File: src/rtl/sdp_pkg.sv
package sdp_pkg;
  typedef enum logic [1:0] {
    OP_READ  = 2'b00,
    OP_WRITE = 2'b01,
    OP_STOP  = 2'b10,
    OP_PRECH = 2'b11
  } sdp_op_e;
endpackage

File: src/rtl/sdp_delay_line.sv
module sdp_delay_line #(
  parameter int W     = 1,
  parameter int DEPTH = 2
) (
  input  logic                      clk,
  input  logic                      rst_n,
  input  logic [W-1:0]              din,
  output logic [DEPTH-1:0][W-1:0]   taps
);
  logic [DEPTH-1:0][W-1:0] taps_n;

  for (genvar k = 0; k < DEPTH; k++) begin : g_stage
    if (k == 0) begin : g_head
      always_comb taps_n[k] = din;
    end else begin : g_body
      always_comb taps_n[k] = taps[k-1];
    end

    always_ff @(posedge clk or negedge rst_n) begin
      if (!rst_n) taps[k] <= '0;
      else        taps[k] <= taps_n[k];
    end
  end
endmodule

File: src/rtl/sdp_burst_ctl.sv
module sdp_burst_ctl #(
  parameter int CODE_W   = 3,
  parameter int MAX_LOG2 = 3,
  localparam int CNT_W   = MAX_LOG2,
  localparam int LEN_W   = MAX_LOG2 + 1
) (
  input  logic              clk,
  input  logic              rst_n,
  input  logic              new_rd,
  input  logic              new_wr,
  input  logic              cmd_stop,
  input  logic              cmd_prech,
  input  logic              cmd_all,
  input  logic              cmd_bank,
  input  logic [CODE_W-1:0] cfg_burst_code,
  input  logic              cfg_single_write,
  output logic              rd_beat,
  output logic              wr_beat
);
  localparam logic [CODE_W-1:0] PAGE_CODE = '1;

  logic             act_q, act_n;
  logic             rd_q, rd_n;
  logic             page_q, page_n;
  logic             bank_q, bank_n;
  logic [CNT_W-1:0] left_q, left_n;
  logic             start, hit, cont, upd_en;
  logic [LEN_W-1:0] len, len_m1;

  function automatic logic [LEN_W-1:0] beats_of(input logic [CODE_W-1:0] c);
    if (c <= CODE_W'(MAX_LOG2)) beats_of = LEN_W'(1) << c;
    else                        beats_of = LEN_W'(1);
  endfunction

  always_comb begin
    start   = new_rd | new_wr;
    hit     = act_q & (cmd_stop | (cmd_prech & (cmd_all | (cmd_bank == bank_q))));
    cont    = act_q & ~start & ~hit;
    rd_beat = new_rd | (cont & rd_q);
    wr_beat = new_wr | (cont & ~rd_q);
    len     = (new_wr & cfg_single_write) ? LEN_W'(1) : beats_of(cfg_burst_code);
    len_m1  = len - LEN_W'(1);
    upd_en  = start | hit | cont;

    act_n  = act_q;
    rd_n   = rd_q;
    page_n = page_q;
    bank_n = bank_q;
    left_n = left_q;
    if (start) begin
      rd_n   = new_rd;
      bank_n = cmd_bank;
      page_n = (cfg_burst_code == PAGE_CODE) & ~(new_wr & cfg_single_write);
      left_n = len_m1[CNT_W-1:0];
      act_n  = page_n | (len_m1 != '0);
    end else if (hit) begin
      act_n = 1'b0;
    end else if (cont && !page_q) begin
      left_n = left_q - CNT_W'(1);
      act_n  = (left_q != CNT_W'(1));
    end
  end

  always_ff @(posedge clk or negedge rst_n) begin
    if (!rst_n) begin
      act_q  <= 1'b0;
      rd_q   <= 1'b0;
      page_q <= 1'b0;
      bank_q <= 1'b0;
      left_q <= '0;
    end else if (upd_en) begin
      act_q  <= act_n;
      rd_q   <= rd_n;
      page_q <= page_n;
      bank_q <= bank_n;
      left_q <= left_n;
    end
  end
endmodule

File: src/rtl/sdram_dq_timing.sv
module sdram_dq_timing #(
  parameter int DATA_W     = 16,
  parameter int MAX_CL     = 3,
  parameter int CL_W       = 2,
  parameter int CODE_W     = 3,
  parameter int MAX_LOG2   = 3,
  parameter int RD_DQM_LAT = 2
) (
  input  logic              clk,
  input  logic              rst_n,
  input  logic              cmd_valid,
  input  logic [1:0]        cmd_op,
  input  logic              cmd_bank,
  input  logic              cmd_all_banks,
  input  logic [CL_W-1:0]   cfg_cas_lat,
  input  logic [CODE_W-1:0] cfg_burst_code,
  input  logic              cfg_single_write,
  input  logic              dqm,
  output logic              arr_rd_req,
  input  logic [DATA_W-1:0] arr_rd_data,
  output logic              arr_wr_en,
  output logic [DATA_W-1:0] arr_wr_data,
  input  logic [DATA_W-1:0] dq_in,
  output logic [DATA_W-1:0] dq_out,
  output logic              dq_oe,
  output logic              rd_valid
);
  import sdp_pkg::*;

  localparam int              PIPE_W = DATA_W + 1;
  localparam logic [CL_W-1:0] CL_TOP = CL_W'(MAX_CL);

  sdp_op_e                        op;
  logic                           new_rd, new_wr, cmd_stop, cmd_prech;
  logic                           rd_beat, wr_beat;
  logic [CL_W-1:0]                lat_idx;
  logic [MAX_CL-1:0][PIPE_W-1:0]  rd_taps;
  logic [RD_DQM_LAT-1:0][0:0]     mask_taps;
  logic                           mask_late;

  always_comb begin
    op        = sdp_op_e'(cmd_op);
    new_rd    = cmd_valid & (op == OP_READ);
    new_wr    = cmd_valid & (op == OP_WRITE);
    cmd_stop  = cmd_valid & (op == OP_STOP);
    cmd_prech = cmd_valid & (op == OP_PRECH);
  end

  sdp_burst_ctl #(
    .CODE_W   (CODE_W),
    .MAX_LOG2 (MAX_LOG2)
  ) u_burst (
    .clk              (clk),
    .rst_n            (rst_n),
    .new_rd           (new_rd),
    .new_wr           (new_wr),
    .cmd_stop         (cmd_stop),
    .cmd_prech        (cmd_prech),
    .cmd_all          (cmd_all_banks),
    .cmd_bank         (cmd_bank),
    .cfg_burst_code   (cfg_burst_code),
    .cfg_single_write (cfg_single_write),
    .rd_beat          (rd_beat),
    .wr_beat          (wr_beat)
  );

  sdp_delay_line #(
    .W     (PIPE_W),
    .DEPTH (MAX_CL)
  ) u_rd_pipe (
    .clk   (clk),
    .rst_n (rst_n),
    .din   ({rd_beat, arr_rd_data}),
    .taps  (rd_taps)
  );

  sdp_delay_line #(
    .W     (1),
    .DEPTH (RD_DQM_LAT)
  ) u_mask_pipe (
    .clk   (clk),
    .rst_n (rst_n),
    .din   (dqm),
    .taps  (mask_taps)
  );

  always_comb begin
    if (cfg_cas_lat == '0)        lat_idx = '0;
    else if (cfg_cas_lat > CL_TOP) lat_idx = CL_TOP - CL_W'(1);
    else                           lat_idx = cfg_cas_lat - CL_W'(1);

    mask_late   = mask_taps[RD_DQM_LAT-1][0];
    rd_valid    = rd_taps[lat_idx][PIPE_W-1];
    dq_out      = rd_taps[lat_idx][DATA_W-1:0];
    dq_oe       = rd_valid & ~mask_late;
    arr_rd_req  = rd_beat;
    arr_wr_en   = wr_beat & ~dqm;
    arr_wr_data = dq_in;
  end
endmodule

File: config.mk
export PLATFORM = sky130hd
export DESIGN_NAME = sdram_dq_timing
export DESIGN_NICKNAME = d
export VERILOG_FILES = /design/src/rtl/sdp_pkg.sv /design/src/rtl/sdp_delay_line.sv /design/src/rtl/sdp_burst_ctl.sv /design/src/rtl/sdram_dq_timing.sv
export SDC_FILE = /design/constraint.sdc
export NUM_CORES = 1
export LEC_CHECK = 0
export BUFFER_PORTS_ARGS = -buffer_cell sky130_fd_sc_hd__buf_4
export CORE_ASPECT_RATIO = 1.1
export CORE_MARGIN = 1
export CORE_UTILIZATION = 40
export CTS_CLUSTER_DIAMETER = 60
export DETAILED_ROUTE_END_ITERATION = 10
export PLACE_DENSITY = 0.66
export SYNTH_ARGS = -nofsm -noshare
export SYNTH_HDL_FRONTEND = slang
export SYNTH_SLANG_ARGS = --single-unit
File: constraint.sdc
create_clock -name clk -period 4 [get_ports clk]
set_clock_uncertainty 0.05 [all_clocks]
set_input_delay 0.6 -clock clk [delete_from_list [all_inputs] [get_ports clk]]
set_output_delay 0.6 -clock clk [all_outputs]
set_load 0.01 [all_outputs]
## Word level (Yosys, flattened, before mapping)

Cells that the tools add are included.

| storage, ports and cells | value |
|---|---|
| flip-flop bits (word level) | 60 |
| input bits | 46 |
| output and inout port bits | 36 |
| word-level logic and storage cells | 74 |

| operators by class | value |
|---|---|
| $add $sub $neg | 3 |
| magnitude comparators | 3 |
| eq/ne operators | 7 |
| shift operators | 1 |
| multiplexer cells | 12 |
| bitwise gates (word level) | 28 |
| reduce and logical (&&, ||, !) cells | 10 |

Operator list:

| kind | count |
|---|---|
| $bmux 17 s2 | 1 |
| $mux 17 | 1 |
| $and 1x1->1 | 14 |
| $mux 3 | 3 |
| $mux 4 | 2 |
| $or 1x1->1 | 8 |
| $not 1->1 | 6 |
| $eq 2x2->1 const B | 2 |
| $logic_not 2->1 | 2 |
| $mux 2 | 2 |
| $reduce_and 2->1 | 2 |
| $reduce_bool 4->1 | 1 |
| $shl 1x3->4 const A | 1 |
| $sub 4x1->4 const B | 1 |
| $eq 3x3->1 const B | 1 |
| $le 3x2->1 const B | 1 |
| $lt 2x3->1 const B | 1 |
| $mux 1 | 3 |
| $ne 3x1->1 const B | 1 |
| $reduce_and 3->1 | 1 |
| $reduce_bool 3->1 | 1 |
| $sub 3x1->3 const B | 1 |
| $eq 2x1->1 const B | 1 |
| $gt 2x2->1 const B | 1 |
| other kinds (6) | 6 |

## Logic depth before layout (Yosys ltp)

| depth | value |
|---|---|
| word-level depth | 11 |
| mapped depth | 7 |
| depth with buffers taken out | 7 |

## Hierarchy

Synthesis repeated with hierarchy kept, for this count alone.

| second synthesis, totals | value |
|---|---|
| cell total of the unflattened synthesis | 192 |
| area total of the unflattened synthesis | 2372.3 um^2 |

Modules (own cells, without submodules):

| module | instances | cells each | area each (um^2) | sequential area each (um^2) |
|---|---|---|---|---|
| sdp_delay_line (u_rd_pipe) | 1 | 51 | 1276.2 | 1276.2 |
| sdram_dq_timing | 1 | 80 | 533.0 | 0.0 |
| sdp_burst_ctl | 1 | 59 | 513.0 | 175.2 |
| sdp_delay_line (u_mask_pipe) | 1 | 2 | 50.0 | 50.0 |

## Least setup slack after synthesis

OpenSTA, ideal clock, no wires.

| path | value |
|---|---|
| path type | in2reg |
| start point | in cmd_op[0] |
| end point | reg u_burst.act_q |
| library setup time | 130 ps |
| arrival time | 1903 ps |
| data required time | 3820 ps |
| setup slack | 1917 ps |
| stages | 5 |
| path buffers | 0 |
| path through | and4b_4 or4b_1 ha_1 o32ai_1 o31ai_1 |

| between the ends | value |
|---|---|
| longest elaborated chain between the ends | 10 |
| elaborated cells between the ends (all ways) | 30 |
| classes of those cells | add/sub: 1; eq/ne: 3; mux: 3; bitwise: 18; reduce/logical: 5 |

RTL lines:

| item | RTL line | RTL |
|---|---|---|
| start: declaration | sdram_dq_timing.sv:12 | `input logic [1:0] cmd_op,` |
| parallel branches: the longest is 10 deep, another holds $sub 4x1->4 | n/a |  |
| end signal: assignment | sdp_burst_ctl.sv:72 | `act_q <= act_n;` |
| end: declaration | sdp_burst_ctl.sv:22 | `logic act_q, act_n;` |

Parallel ways; which one is timed is not known.
A chain may end at the register's enable or synchronous reset.

## Worst setup path in the final report

| path | value |
|---|---|
| start point | in cmd_op[1] |
| end point | out arr_rd_req |

| between the ends | value |
|---|---|
| longest elaborated chain between the ends | 9 |
| elaborated cells between the ends (all ways) | 18 |
| classes of those cells | eq/ne: 3; bitwise: 14; reduce/logical: 1 |

RTL lines:

| item | RTL line | RTL |
|---|---|---|
| $eq 2x2->1 | sdram_dq_timing.sv:46 | `cmd_prech = cmd_valid & (op == OP_PRECH);` |
| $and 1x1->1 | sdram_dq_timing.sv:46 |  |
| $and 1x1->1 | sdp_burst_ctl.sv:37 | `hit = act_q & (cmd_stop \| (cmd_prech & (cmd_all \| (cmd_bank == bank_q))));` |
| $or 1x1->1 | sdp_burst_ctl.sv:37 |  |
| $and 1x1->1 | sdp_burst_ctl.sv:37 |  |
| $not 1->1 | sdp_burst_ctl.sv:38 | `cont = act_q & ~start & ~hit;` |
| $and 1x1->1 | sdp_burst_ctl.sv:38 |  |
| $and 1x1->1 | sdp_burst_ctl.sv:39 | `rd_beat = new_rd \| (cont & rd_q);` |
| $or 1x1->1 (*) | sdp_burst_ctl.sv:39 |  |
| end: declaration | sdram_dq_timing.sv:19 | `output logic arr_rd_req,` |

Mark *: on every way between the ends. The rest lies on a longest branch, timed or not.

==> impl_metrics.csv <==
group,metric,value,unit
detailed_routing,ant_nets,0,
yosys,synthFlopType,"dfrtp_1",
yosys,synth_edf_count,0,
global_routing,grt_remaining_overflow,0,
worst_setup_path,reg2reg_slack,2.46,ns
clock_network,cts_made_buffers,9,
layout,fin_cells,314,
detailed_routing,wire_per_inst,12.5,microns
placed_design,dp.cells,298,
pwr,pwr_density_cell,486,nW/um^2
sta,slew_viol_final,0,
worst_setup_path,r2r_end,"u_burst.left_q[2]",
clock_network,insertion_delay,0.33,ns
detailed_routing,met3_length,200,microns
sta,hold_viol,0,
worst_setup_path,critPathMaxFanout,12,
yosys,synth-seq-cells,60,
hold_path,hold_path.class,"input pin to asynchronous set/reset pin",
worst_setup_path,crit_chain,"buf_4, nand2b_1, o21ai_1, a21boi_0, buf_4",
clock_network,path_clk_slew,0.06,ns
clock_network,clk_path_buf_depth,2,
yosys,syn_inst,196,
worst_setup_path,worst_setup_path_start_kind,"input pin",
clock_network,cts.sinks,60,
detailed_routing,wl_met2,1.86,mm
pwr,p_total,1390,uW
sta,worst_pin_slew,0.725,ns
sta,rsz0062_at_grt,"false",
detailed_routing,highest_layer,"met4",
die,fp.dieArea,6240,sq um
layout,nNetsFinal,282,
detailed_routing,vias_per_cell,4.64,
worst_setup_path,r2r_cells,4,
yosys,postSynth.asyncResetShare,1.00,
worst_setup_path,critical_path_arrival,1.74,ns
yosys,synthTopCellsByArea,"dfrtp_1 (63%), mux2i_1 (7.2%), buf_4 (5.4%), a21oi_1 (4.0%), nor2_1 (2.8%)",
global_routing,grt_max_degree,61,
clock_network,cts_tree,"yes",
placed_design,place.gp.congestion,0.803,
clock_network,cts_setup_buffers,0,
yosys,yosys.area.top_type,"dfrtp_1",
worst_setup_path,crit_family,"compound AO/OA/AOI/OAI gates",
detailed_routing,wl_met1,1.80,mm
global_routing,antenna_found_initial,0,
layout,layout-drive-gt1-share,0.283,
yosys,syn_nets,246,
yosys,post_synth_num_cell_types,34,
placed_design,hpwl,2.63,mm
global_routing,grt_pass1_vias,1377,
pwr,ir_drop,0.195,mV
yosys,yosysWarnings,0,
worst_setup_path,required,3.35,ns
sta,finalSetupViolations,0,
yosys,syn_area,2370,sq um
detailed_routing,dr_total_vias,1457,
layout,syn2layout_area_growth,20.9,%
yosys,avgSynthCellArea,12.1,sq um
worst_setup_path,path_buf_inv,2,
worst_setup_path,critPathMaxStageDelay,0.32,ns
worst_setup_path,cp_common_cell,"buf_4",
sta,period_minus_slack,2.39,ns
yosys,yosys-top-cells-count,"dfrtp_1 (60), a21oi_1 (19), nor2_1 (18)",
global_routing,grt_first_pass_wirelength,6.23,mm
sta,fin_crit_sh,0.598,
yosys,yosys.area.top_type_share,0.633,
job,max_cap_violations,0,
placed_design,io_buffers,49,
pwr,p_leak,0.00137,uW
status,status,"complete, no violations",
worst_setup_path,crit_cells,5,
sta,max_freq,0.418,GHz
worst_setup_path,cp_slowest_cell,"nand2b_1",
clock_network,cts_hold_repair.buffers,0,
yosys,yosysMostFrequentCell,"dfrtp_1",
die,ioPinCount,82,
die,die_h,82.8,microns
detailed_routing,first_pass_iters,4,
yosys,ys_seq_area_frac,0.633,
global_routing,track_usage,0.145,
die,num_rows,29,
clock_network,cts_resized,0,
sta,slew_headroom,0.517,
worst_setup_path,r2r_start,"u_burst.bank_q",
worst_setup_path,worstSetupPathType,"input pin to output pin",
detailed_routing,drcViolationCount,0,
clock_network,root_buffer,"clkbuf_8",
clock_network,ctsHtreeMaxLevel,3,
die,core-area,5730,sq um
layout,n_fill_cell,566,
die,initial_core_util,0.414,
detailed_routing,drt_iter0_drc,103,
die,dieWidth,75.4,microns
layout,num_antenna_cells,0,
sta,setup_tns,0,ns
worst_setup_path,endpoint_kind,"output pin",
detailed_routing,wirelength,3.93,mm
-- state kept, by name (all words and copies together) (netlist names) --
signal / flops
u_burst.rd_q: 1
u_burst.page_q: 1
u_burst.bank_q: 1
u_burst.act_q: 1
u_burst.left_q: 3
u_rd_pipe.taps: 51
u_mask_pipe.taps: 2
-- logic make-up (layout without fill, tap and decap cells) --
| kind of cell | count (synthesis) | count (layout) | synth area share |
|---|---|---|---|
| muxes | 17 | 17 | 0.0718 |
| xor gates and xnor gates | 3 | 3 | 0.0111 |
| adders and majority gates | 4 | 4 | 0.0211 |
| and+or+nand+nor | 49 | 49 | 0.103 |
| AOI/OAI and AO/OA | 34 | 34 | 0.0855 |
| DFF | 60 | 60 | 0.633 |
| buffers and inverters | 29 | 70 | 0.0739 |
-- worst max path at each step --
stage	start	to	slack [ns]
4_1_cts	cmd_op[1]	arr_rd_req	1.63
3_5_place_dp	cmd_op[1]	arr_rd_req	1.63
5_1_grt	cmd_op[1]	arr_rd_req	1.47
3_3_place_gp	cmd_op[1]	arr_rd_req	1.69
2_1_floorplan	cmd_op[0]	u_burst.act_q	1.92
6_report	cmd_op[1]	arr_rd_req	1.61
-- final cells by class --
| class | count | area, sq um | share of cell area |
|---|---|---|---|
| Sequential cell | 60 | 1500 | 0.524 |
| Multi-Input combinational cell | 107 | 694 | 0.242 |
| Timing Repair Buffer | 49 | 368 | 0.128 |
| Clock buffer | 12 | 165 | 0.0576 |
| Tap cell | 77 | 96.3 | 0.0336 |
| Clock inverter | 4 | 22.5 | 0.00786 |
| Inverter | 5 | 18.8 | 0.00655 |
-- metal layers --
metal	GRT usage	vias to the layer above
met4	0.100	0
met2	0.210	35
met3	0.0619	4
met1	0.173	691
met5	0	-
li1	-	727
-- metrics by stage --
step                worst slack, ns   util  instance area, sq um  hold WS (ns)
floorplan                      1.92      -                  2370         0.254
global placement               1.69  0.467                  2680         0.284
detailed placement             1.63  0.467                  2680         0.295
CTS                            1.63  0.500                  2870         0.293
global route                   1.47  0.500                  2870         0.296
finish                         1.61  0.500                  2870         0.273
-- worst register-to-register path, cell delays in order, from the launching register on --
cell	delay, ns
dfrtp_1	0.39
xnor2_1	0.16
nor3_1	0.46
o22a_1	0.24
o221ai_1	0.11
-- layout by cell type (no fill, tap or decap), types with 2 or more instances in the layout --
cell	synthesis	final
clkbuf_8	0	12
nand2b_1	4	4
dfrtp_1	60	60
nor2_1	18	18
a21oi_1	19	19
nand3_1	3	3
xnor2_1	2	2
nor3_1	2	2
mux2i_1	17	17
o21ai_0	4	4
o31ai_1	3	3
nand2_1	12	12
ha_1	4	4
o221ai_1	2	2
buf_4	17	49
clkinv_2	0	3
inv_1	5	5
-- report_power, final --
part,leakage [uW],internal [uW],total (uW),switching [uW]
Sequential,0.000708,661,690,29.6
Clock,0.0000982,272,491,219
Combinational,0.000559,104,212,109
Total,0.00137,1040,1390,357
(Power assumes the default switching activity.)
